--- src/rtl/rxd_pkg.sv ---
package rxd_pkg;
  typedef enum logic [1:0] {BUS_IDLE, BUS_ADDR, BUS_DATA} bus_st_e;

  localparam logic [1:0] HT_IDLE   = 2'b00;
  localparam logic [1:0] HT_NONSEQ = 2'b10;

  localparam logic [1:0] SEL_DST  = 2'd0;
  localparam logic [1:0] SEL_CNT  = 2'd1;
  localparam logic [1:0] SEL_CTRL = 2'd2;

  function automatic logic [2:0] size_bytes(input logic [1:0] code);
    case (code)
      2'd0:    size_bytes = 3'd1;
      2'd1:    size_bytes = 3'd2;
      default: size_bytes = 3'd4;
    endcase
  endfunction
endpackage

--- src/rtl/rxd_fifo.sv ---
module rxd_fifo #(
  parameter int DEPTH = 8
) (
  input  logic                       clk,
  input  logic                       rst_n,
  input  logic                       flush,
  input  logic                       push,
  input  logic [7:0]                 din,
  input  logic                       pop,
  input  logic [2:0]                 pop_n,
  output logic [31:0]                peek,
  output logic [$clog2(DEPTH):0]     level,
  output logic                       full
);
  localparam int AW = $clog2(DEPTH);
  localparam int PW = AW + 1;

  logic [7:0]    mem [DEPTH];
  logic [AW:0]   wp_q, rp_q, wp_n, rp_n;

  always_comb begin
    wp_n = wp_q;
    rp_n = rp_q;
    if (flush) begin
      wp_n = '0;
      rp_n = '0;
    end else begin
      if (push) wp_n = wp_q + PW'(1);
      if (pop)  rp_n = rp_q + PW'(pop_n);
    end
  end

  always_ff @(posedge clk or negedge rst_n) begin
    if (!rst_n) begin
      wp_q <= '0;
      rp_q <= '0;
    end else begin
      wp_q <= wp_n;
      rp_q <= rp_n;
    end
  end

  always_ff @(posedge clk) begin
    if (push && !flush) mem[wp_q[AW-1:0]] <= din;
  end

  for (genvar k = 0; k < 4; k++) begin : g_peek
    assign peek[8*k +: 8] = mem[rp_q[AW-1:0] + AW'(k)];
  end

  assign level = wp_q - rp_q;
  assign full  = (level == PW'(DEPTH));


  level_bound_chk: assert property (@(posedge clk) disable iff (!rst_n)
    level <= PW'(DEPTH));


  pop_cover_chk: assert property (@(posedge clk) disable iff (!rst_n)
    pop |-> (32'(pop_n) <= 32'(level)));
endmodule

--- src/rtl/rxd_ahb_wr.sv ---
module rxd_ahb_wr
  import rxd_pkg::*;
(
  input  logic        clk,
  input  logic        rst_n,
  input  logic        issue,
  input  logic [31:0] iss_addr,
  input  logic [1:0]  iss_sz,
  input  logic [2:0]  iss_nb,
  input  logic [31:0] peek,
  input  logic        hready,
  output logic [31:0] haddr,
  output logic [1:0]  htrans,
  output logic        hwrite,
  output logic [2:0]  hsize,
  output logic [31:0] hwdata,
  output logic        accept,
  output logic        dphase_done,
  output logic [2:0]  dnb,
  output logic        idle
);
  bus_st_e     st_q, st_n;
  logic [31:0] a_q, wd_q, wd_n, mask;
  logic [1:0]  sz_q;
  logic [2:0]  nb_q;

  always_comb begin
    st_n        = st_q;
    accept      = 1'b0;
    dphase_done = 1'b0;
    case (st_q)
      BUS_IDLE: if (issue) st_n = BUS_ADDR;
      BUS_ADDR: if (hready) begin accept = 1'b1; st_n = BUS_DATA; end
      BUS_DATA: if (hready) begin dphase_done = 1'b1; st_n = BUS_IDLE; end
      default:  st_n = BUS_IDLE;
    endcase
    case (nb_q)
      3'd1:    mask = 32'h0000_00ff;
      3'd2:    mask = 32'h0000_ffff;
      default: mask = 32'hffff_ffff;
    endcase
    wd_n = (peek & mask) << {a_q[1:0], 3'b000};
  end

  always_ff @(posedge clk or negedge rst_n) begin
    if (!rst_n) begin
      st_q <= BUS_IDLE;
      a_q  <= '0;
      sz_q <= '0;
      nb_q <= '0;
      wd_q <= '0;
    end else begin
      st_q <= st_n;
      if (st_q == BUS_IDLE && issue) begin
        a_q  <= iss_addr;
        sz_q <= iss_sz;
        nb_q <= iss_nb;
      end
      if (accept) wd_q <= wd_n;
    end
  end

  assign htrans = (st_q == BUS_ADDR) ? HT_NONSEQ : HT_IDLE;
  assign hwrite = (st_q == BUS_ADDR);
  assign haddr  = a_q;
  assign hsize  = {1'b0, sz_q};
  assign hwdata = wd_q;
  assign dnb    = nb_q;
  assign idle   = (st_q == BUS_IDLE);


  addr_hold_chk: assert property (@(posedge clk) disable iff (!rst_n)
    (htrans == HT_NONSEQ && !hready) |=> (htrans == HT_NONSEQ && $stable(haddr) && $stable(hsize)));


  data_hold_chk: assert property (@(posedge clk) disable iff (!rst_n)
    (st_q == BUS_DATA && !hready) |=> $stable(hwdata));


  write_attr_chk: assert property (@(posedge clk) disable iff (!rst_n)
    (htrans == HT_NONSEQ) |-> (hwrite && hsize <= 3'd2));
endmodule

--- src/rtl/rx_dma_chan.sv ---
module rx_dma_chan
  import rxd_pkg::*;
#(
  parameter int DEPTH = 8,
  parameter int CW    = 16
) (
  input  logic        clk,
  input  logic        rst_n,
  input  logic        cfg_we,
  input  logic [1:0]  cfg_sel,
  input  logic [31:0] cfg_wdata,
  output logic        pr_req,
  input  logic [7:0]  pr_data,
  input  logic        pr_valid,
  input  logic        pr_busy,
  output logic        first_byte,
  output logic        last_byte,
  output logic [31:0] haddr,
  output logic [1:0]  htrans,
  output logic        hwrite,
  output logic [2:0]  hsize,
  output logic [31:0] hwdata,
  input  logic        hready,
  output logic        irq_done,
  output logic        xfer_err
);
  localparam int AW = $clog2(DEPTH);

  logic [1:0]    rs_q;
  logic          srst_n;
  logic [31:0]   dst_q, dst_n, nxt_q, nxt_n;
  logic [CW-1:0] cnt_q, cnt_n, rx_q, rx_n, iss_q, iss_n, wr_q, wr_n, rem;
  logic [1:0]    szs_q, szs_n, iss_sz;
  logic          act_q, act_n, irq_q, irq_n, err_q, err_n, abt_q, abt_n, busy_q;
  logic          start, fin_abt, flush, push, issue, full, accept, dphase_done, bus_idle;
  logic [2:0]    nbw, want, dnb;
  logic [AW:0]   level;
  logic [31:0]   peek;

  always_ff @(posedge clk or negedge rst_n) begin
    if (!rst_n) rs_q <= 2'b00;
    else        rs_q <= {rs_q[0], 1'b1};
  end
  assign srst_n = rs_q[1];

  assign push       = pr_req && pr_valid;
  assign pr_req     = act_q && !abt_q && !full && (rx_q != cnt_q);
  assign first_byte = push && (rx_q == '0);
  assign rem        = cnt_q - iss_q;
  assign nbw        = size_bytes(szs_q);
  assign want       = (rem >= CW'(nbw)) ? nbw : 3'd1;
  assign iss_sz     = (rem >= CW'(nbw)) ? szs_q : 2'd0;
  assign issue      = act_q && !abt_q && (rem != '0) && (32'(level) >= 32'(want));
  assign last_byte  = accept && ((iss_q + CW'(dnb)) == cnt_q);
  assign flush      = start || fin_abt;

  always_comb begin
    dst_n = dst_q;  cnt_n = cnt_q;  szs_n = szs_q;  nxt_n = nxt_q;
    act_n = act_q;  irq_n = irq_q;  err_n = err_q;  abt_n = abt_q;
    rx_n  = rx_q;   iss_n = iss_q;  wr_n  = wr_q;
    start = 1'b0;   fin_abt = 1'b0;
    if (cfg_we && !act_q) begin
      case (cfg_sel)
        SEL_DST: dst_n = cfg_wdata;
        SEL_CNT: cnt_n = cfg_wdata[CW-1:0];
        SEL_CTRL: begin
          szs_n = cfg_wdata[2] ? 2'd2 : cfg_wdata[2:1];
          irq_n = 1'b0;
          err_n = 1'b0;
          start = cfg_wdata[0] && (cnt_q != '0);
        end
        default: ;
      endcase
    end
    if (start) begin
      act_n = 1'b1; rx_n = '0; iss_n = '0; wr_n = '0; abt_n = 1'b0; nxt_n = dst_q;
    end
    if (push) rx_n = rx_q + CW'(1);
    if (accept) begin
      iss_n = iss_q + CW'(dnb);
      nxt_n = nxt_q + 32'(dnb);
    end
    if (dphase_done) begin
      wr_n = wr_q + CW'(dnb);
      if ((wr_q + CW'(dnb)) == cnt_q) begin
        act_n = 1'b0;
        irq_n = 1'b1;
      end
    end
    if (act_q && busy_q && !pr_busy) abt_n = 1'b1;
    if (abt_q && act_q && bus_idle) begin
      act_n = 1'b0; irq_n = 1'b1; err_n = 1'b1; abt_n = 1'b0; fin_abt = 1'b1;
    end
  end

  always_ff @(posedge clk or negedge srst_n) begin
    if (!srst_n) begin
      dst_q <= '0; cnt_q <= '0; szs_q <= '0; nxt_q <= '0;
      act_q <= 1'b0; irq_q <= 1'b0; err_q <= 1'b0; abt_q <= 1'b0; busy_q <= 1'b0;
      rx_q <= '0; iss_q <= '0; wr_q <= '0;
    end else begin
      dst_q <= dst_n; cnt_q <= cnt_n; szs_q <= szs_n; nxt_q <= nxt_n;
      act_q <= act_n; irq_q <= irq_n; err_q <= err_n; abt_q <= abt_n; busy_q <= pr_busy;
      rx_q <= rx_n; iss_q <= iss_n; wr_q <= wr_n;
    end
  end

  rxd_fifo #(.DEPTH(DEPTH)) fifo_i (
    .clk(clk), .rst_n(srst_n), .flush(flush), .push(push), .din(pr_data),
    .pop(accept), .pop_n(dnb), .peek(peek), .level(level), .full(full)
  );

  rxd_ahb_wr bus_i (
    .clk(clk), .rst_n(srst_n), .issue(issue), .iss_addr(nxt_q), .iss_sz(iss_sz),
    .iss_nb(want), .peek(peek), .hready(hready), .haddr(haddr), .htrans(htrans),
    .hwrite(hwrite), .hsize(hsize), .hwdata(hwdata), .accept(accept),
    .dphase_done(dphase_done), .dnb(dnb), .idle(bus_idle)
  );

  assign irq_done = irq_q;
  assign xfer_err = err_q;


  irq_after_data_chk: assert property (@(posedge clk) disable iff (!srst_n)
    ($rose(irq_done) && !xfer_err) |-> $past(dphase_done));


  err_quiet_chk: assert property (@(posedge clk) disable iff (!srst_n)
    xfer_err |-> (!pr_req && htrans == HT_IDLE));


  first_pulse_chk: assert property (@(posedge clk) disable iff (!srst_n)
    first_byte |=> !first_byte);


  last_pulse_chk: assert property (@(posedge clk) disable iff (!srst_n)
    last_byte |=> !last_byte);
endmodule

--- config.mk ---
export PLATFORM = sky130hd
export DESIGN_NAME = rx_dma_chan
export DESIGN_NICKNAME = d
export VERILOG_FILES = /design/src/rtl/rxd_pkg.sv /design/src/rtl/rxd_fifo.sv /design/src/rtl/rxd_ahb_wr.sv /design/src/rtl/rx_dma_chan.sv
export SDC_FILE = /design/constraint.sdc
export NUM_CORES = 1
export LEC_CHECK = 0
export ABC_AREA = 1
export CORE_MARGIN = 2
export CORE_UTILIZATION = 40
export CTS_CLUSTER_SIZE = 14
export DETAILED_ROUTE_END_ITERATION = 8
export SYNTH_ARGS = -nofsm -noshare
export SYNTH_HDL_FRONTEND = slang
export SYNTH_SLANG_ARGS = --single-unit
--- constraint.sdc ---
create_clock -name clk -period 13 [get_ports clk]
set_input_delay 1.95 -clock clk [delete_from_list [all_inputs] [get_ports clk]]
set_output_delay 1.95 -clock clk [all_outputs]
set_load 0.05 [all_outputs]
Yosys cells after proc, flatten, opt, wreduce, memory -nomap -nowiden
Memories as Yosys holds them, arrays and structs flattened.
Cells that the tools add are included.
- add/sub/neg operators: 11
- order comparisons: 2
- equality and inequality tests: 14
- shift-type cells: 1
- multiplexer cells: 43
- bitwise gates (word level): 1
- reductions and logical operators: 41
- operators by type and width (kind ; count):
    $mux 16 ; 4
    $mux 32 ; 2
    $pmux 32 s2 ; 1
    $add 16x3->16 ; 2
    $add 32x3->32 ; 1
    $and 32x32->32 ; 1
    $eq 16x16->1 ; 2
    $reduce_bool 16->1 ; 2
    $shl 32x5->32 ; 1
    $mux 1 ; 23
    $add 16x1->16 const B ; 1
    $ge 16x3->1 ; 1
    $logic_and 1x1->1 ; 16
    $logic_not 16->1 ; 1
    $mux 4 ; 4
    $ne 16x16->1 ; 1
    $sub 16x16->16 ; 1
    $reduce_bool 2->1 ; 7
    $mux 2 ; 6
    $reduce_and 2->1 ; 4
    $add 3x2->3 const B ; 2
    $eq 2x1->1 const B ; 3
    $logic_not 2->1 ; 3
    $pmux 2 s3 ; 1
    other kinds (17) ; 23
- register bits: 216
- bits in writable memories: 64
- input port bits: 48
- output and inout port bits: 75
- word-level logic and storage cells: 134
- memories kept: 1
- memory list (memory ; depth ; width ; rd ports ; clocked after memory_dff ; write ports ; RTL line ; text):
    fifo_i.mem ; 8 ; 8 ; 4 ; 0 ; 1 ; rxd_fifo.sv:18 ; logic [7:0] mem [DEPTH];

Longest topological paths before layout
- depth in word-level cells: 9
- depth in mapped cells: 28
- gate-level depth less buffers: 26

By module
Synthesis repeated with hierarchy kept, for this count alone.
- cell total of the unflattened synthesis: 2248
- area, all modules: 17123.9 sq um
- modules (own cells, without submodules) (module ; instances ; cells each ; area each (sq um) ; sequential area each (sq um)):
    rx_dma_chan ; 1 ; 1336 ; 9439.1 ; 3428.3
    rxd_fifo ; 1 ; 546 ; 4347.9 ; 2122.0
    rxd_ahb_wr ; 1 ; 366 ; 3337.0 ; 1776.7

Least setup slack after synthesis
OpenSTA, ideal clock, no wires.
- kind: input-to-output
- from: input port hready
- to: output port last_byte
- arrival time: 3.502 ns
- slack: 7.548 ns
- stages: 10
- cells stage by stage: inv_1 -> nor2_2 -> nand3_1 -> nor2_1 -> nand3_1 -> nor2_1 -> nand3_1 -> nor3_1 -> nand4_1 -> nor2_1
- longest elaborated chain between the ends: 3
- ends and longest elaborated chain (element ; RTL line ; text):
    start: declaration ; rx_dma_chan.sv:23 ; input logic hready,
    $mux 1 ; rxd_ahb_wr.sv:33 ; BUS_ADDR: if (hready) begin accept = 1'b1; st_n = BUS_DATA; end
    $mux 1 ; rxd_ahb_wr.sv:31 ; case (st_q)
    $logic_and 1x1->1 ; rx_dma_chan.sv:54 ; assign last_byte = accept && ((iss_q + CW'(dnb)) == cnt_q);
    end: declaration ; rx_dma_chan.sv:17 ; output logic last_byte,
No other way between the ends.

Worst setup path after layout
Ends and elaborated chain as after synthesis.

==> out/metrics.cfg <==
[synthesis]
syn_area_um2 = 16500
synth_top_area_cell = dfrtp_1
synth_ff_type = dfrtp_1
synth_area_leaders = dfrtp_1 (33%), nand2_1 (15%), edfxtp_1 (12%)
yosys_warnings = 0
ys_ff_latch = 280
synth.distinct_cells = 50
yosysSeqAreaShare_pct = 44.3
syn-instance-count = 2135
synth_top_area_share_pct = 32.7
synth_edf_count = 64
syn_avg_cell_area_um2 = 7.75
async_flop_share_pct = 77.1

[critical_path]
cp_cell_sequence = clkdlybuf4s50_1, inv_1, nor2_2, buf_4, nand3_1, nor2_1, nand3_1, nor2_1, nand3_1, nor3_1, nand4_1, nor2_1, clkdlybuf4s50_1
endpoint_kind = output port
crit_start = hready
cp_slowest_cell = clkdlybuf4s50_1
critical_path.startpoint_type = input pin
cp.required_ns = 11.05
r2r-start = cnt_q[0]
cp_slowest_stage_delay_ns = 0.88
crit_arrival_ns = 4.91
worst-setup-path-type = in2out
crit_fanout = 28

[cells_and_area]
final_common_cell = nand2_1
final_core_util_pct = 47.4
final_layout_size_suffix_gt1_share_pct = 6.54
fin_nets = 2316
fillers = 4039
final_cell_mix = nand2_1 (642), inv_1 (243), dfrtp_1 (214)
area_delta_synth_final_pct = 17.1
antenna_cells = 0
design_area_um2 = 19400

[floorplanning]
start_util_pct = 40.5
num_rows = 74
ioPinCount = 123
dieArea_um2 = 43000
die_h_um = 207
fp.coreArea_um2 = 40800
die_w_um = 207

[drt]
post_drt_wl_per_cell_um = 17.7
drc = 0
dr.first_iter.drc_count = 1143
drt-total-wl_um = 49100
detail-route-antenna-nets = 0
vias_per_cell = 5.33
first_pass_iters = 5
vias = 14800

[place]
io_buffers = 120
finalWeightedCongestion = 0.883
dpl-instance-area_um2 = 18200
dp_hpwl_um = 35300

[clocking]
cts_root_buf = clkbuf_16
clk_path_buf_depth = 3
cts_buffers = 34
ctsHoldBuffers = 0
clkSlewWorstSetupHoldPaths_ns = 0.06
insertion_delay_ns = 0.54
cts_setup_buffers = 0
htreeDepth = 2
cts.sinks = 280
cts_tree = yes
cts_resized = 0

[sta]
setup-violations-final = 0
whs_ns = 0.323
tns_ns = 0
worst_slew_pin_slew_ns = 1.07
min_period_ns = 6.86
clock.fmax_mhz = 146
rsz0062_at_grt = no
slew_headroom_pct = 28.7
drv_slew = 0
period_share_pct = 52.8
hold_viol_final = 0
skew_ns = 0.0121

[pwr]
p_leak_nw = 8.72
power_density_nw_per_um2 = 265
ir_drop_mv = 0.154

[global_route]
antenna_found_initial = 0
grt_pass1_wl_um = 79500
grt_pass1_vias = 14500
track_usage_pct = 23.0
grt-ovfl-total = 0
grt_max_degree = 177

[run]
cap_violations = 0

[status]
status = completed

[min_path]
min_path_type = reg2async

metal layers:
metal	global-route usage (%)	routed length (um)	vias to the layer above
met4	6.97	1340	0
met5	0	0	-
li1	-	-	7230
met3	4.11	3280	94
met2	36.4	22100	472
met1	32.1	22400	7023
registers in the layout, indices dropped and copies added (netlist names), 2 cells and up:
name,flops
nxt_q,32
wr_q,16
szs_q,2
iss_q,16
bus_i.haddr,32
rx_q,16
bus_i.dnb,3
cnt_q,16
rs_q,2
fifo_i.wp_q,4
bus_i.st_q,2
dst_q,32
fifo_i.mem,64
bus_i.sz_q,2
bus_i.hwdata,32
fifo_i.rp_q,4
power by group:
part	switching [W]	total, W	leakage [nW]	internal, W
logic	0.00175	0.00262	4.80	0.000873
clock network	0.000382	0.00104	0.591	0.000653
registers	0.000300	0.00147	3.33	0.00117
total	0.00243	0.00513	8.72	0.00270
synthesized netlist by cell type, drive strengths merged (37+ instances only):
master and n:
clkbuf 50, dfrtp 216, edfxtp 64, ha 41, inv 251, nand2 660
nand3 146, nor2 125, nor3 37, o21ai 224, xor2 44
path summary, 6_finish.rpt:
check                                        to  slack (ns)  cells past startpoint
worst max-delay path                  last_byte        6.14                     13
worst min-delay path                  cnt_q[13]        0.32                      0
worst max register to register  bus_i.haddr[14]        8.16                     22
worst min register to register        cnt_q[13]        0.32                      0
max in group asynchronous        fifo_i.rp_q[0]       11.27                      1
min in group clk                        rs_q[1]        0.35                      0
cell type report:
type                            count  area, um2  area share (%)
Multi-Input combinational cell   1519       7900            40.8
Sequential cell                   280       7330            37.8
Tap cell                          532        666            3.44
Inverter                          252        946            4.88
Timing Repair Buffer              134       1320            6.81
Clock inverter                     11        206            1.07
Clock buffer                       50       1000            5.17
critical path, delay by kind of cell:
family,cells,cell delay (ns)
and+or+nand+nor,9,1.14
buffers and inverters,4,1.80
per-stage QoR:
stage	worst slack [ns]	cells	total power, W
floorplan	6.54	2136	0.00331
global placement	6.07	2717	0.00403
detailed placement	6.14	2717	0.00409
CTS	6.13	2778	0.00514
global route	5.92	2778	0.00553
finish	6.14	2778	0.00513
kinds of logic (layout without fill, tap and decap cells):
| logic type | after synthesis | after routing | share of synthesized area (%) |
|---|---|---|---|
| xor gates and xnor gates | 62 | 62 | 3.53 |
| muxes | 9 | 9 | 0.575 |
| AOI/OAI and AO/OA | 360 | 360 | 13.1 |
| DFF | 280 | 280 | 44.3 |
| adders and majority gates | 47 | 47 | 3.83 |
| other | 2 | 3 | 0.0454 |
| and+or+nand+nor | 1038 | 1038 | 26.5 |
| buffers and inverters | 337 | 447 | 8.21 |
No activity file was read; power rests on OpenSTA's default activity.
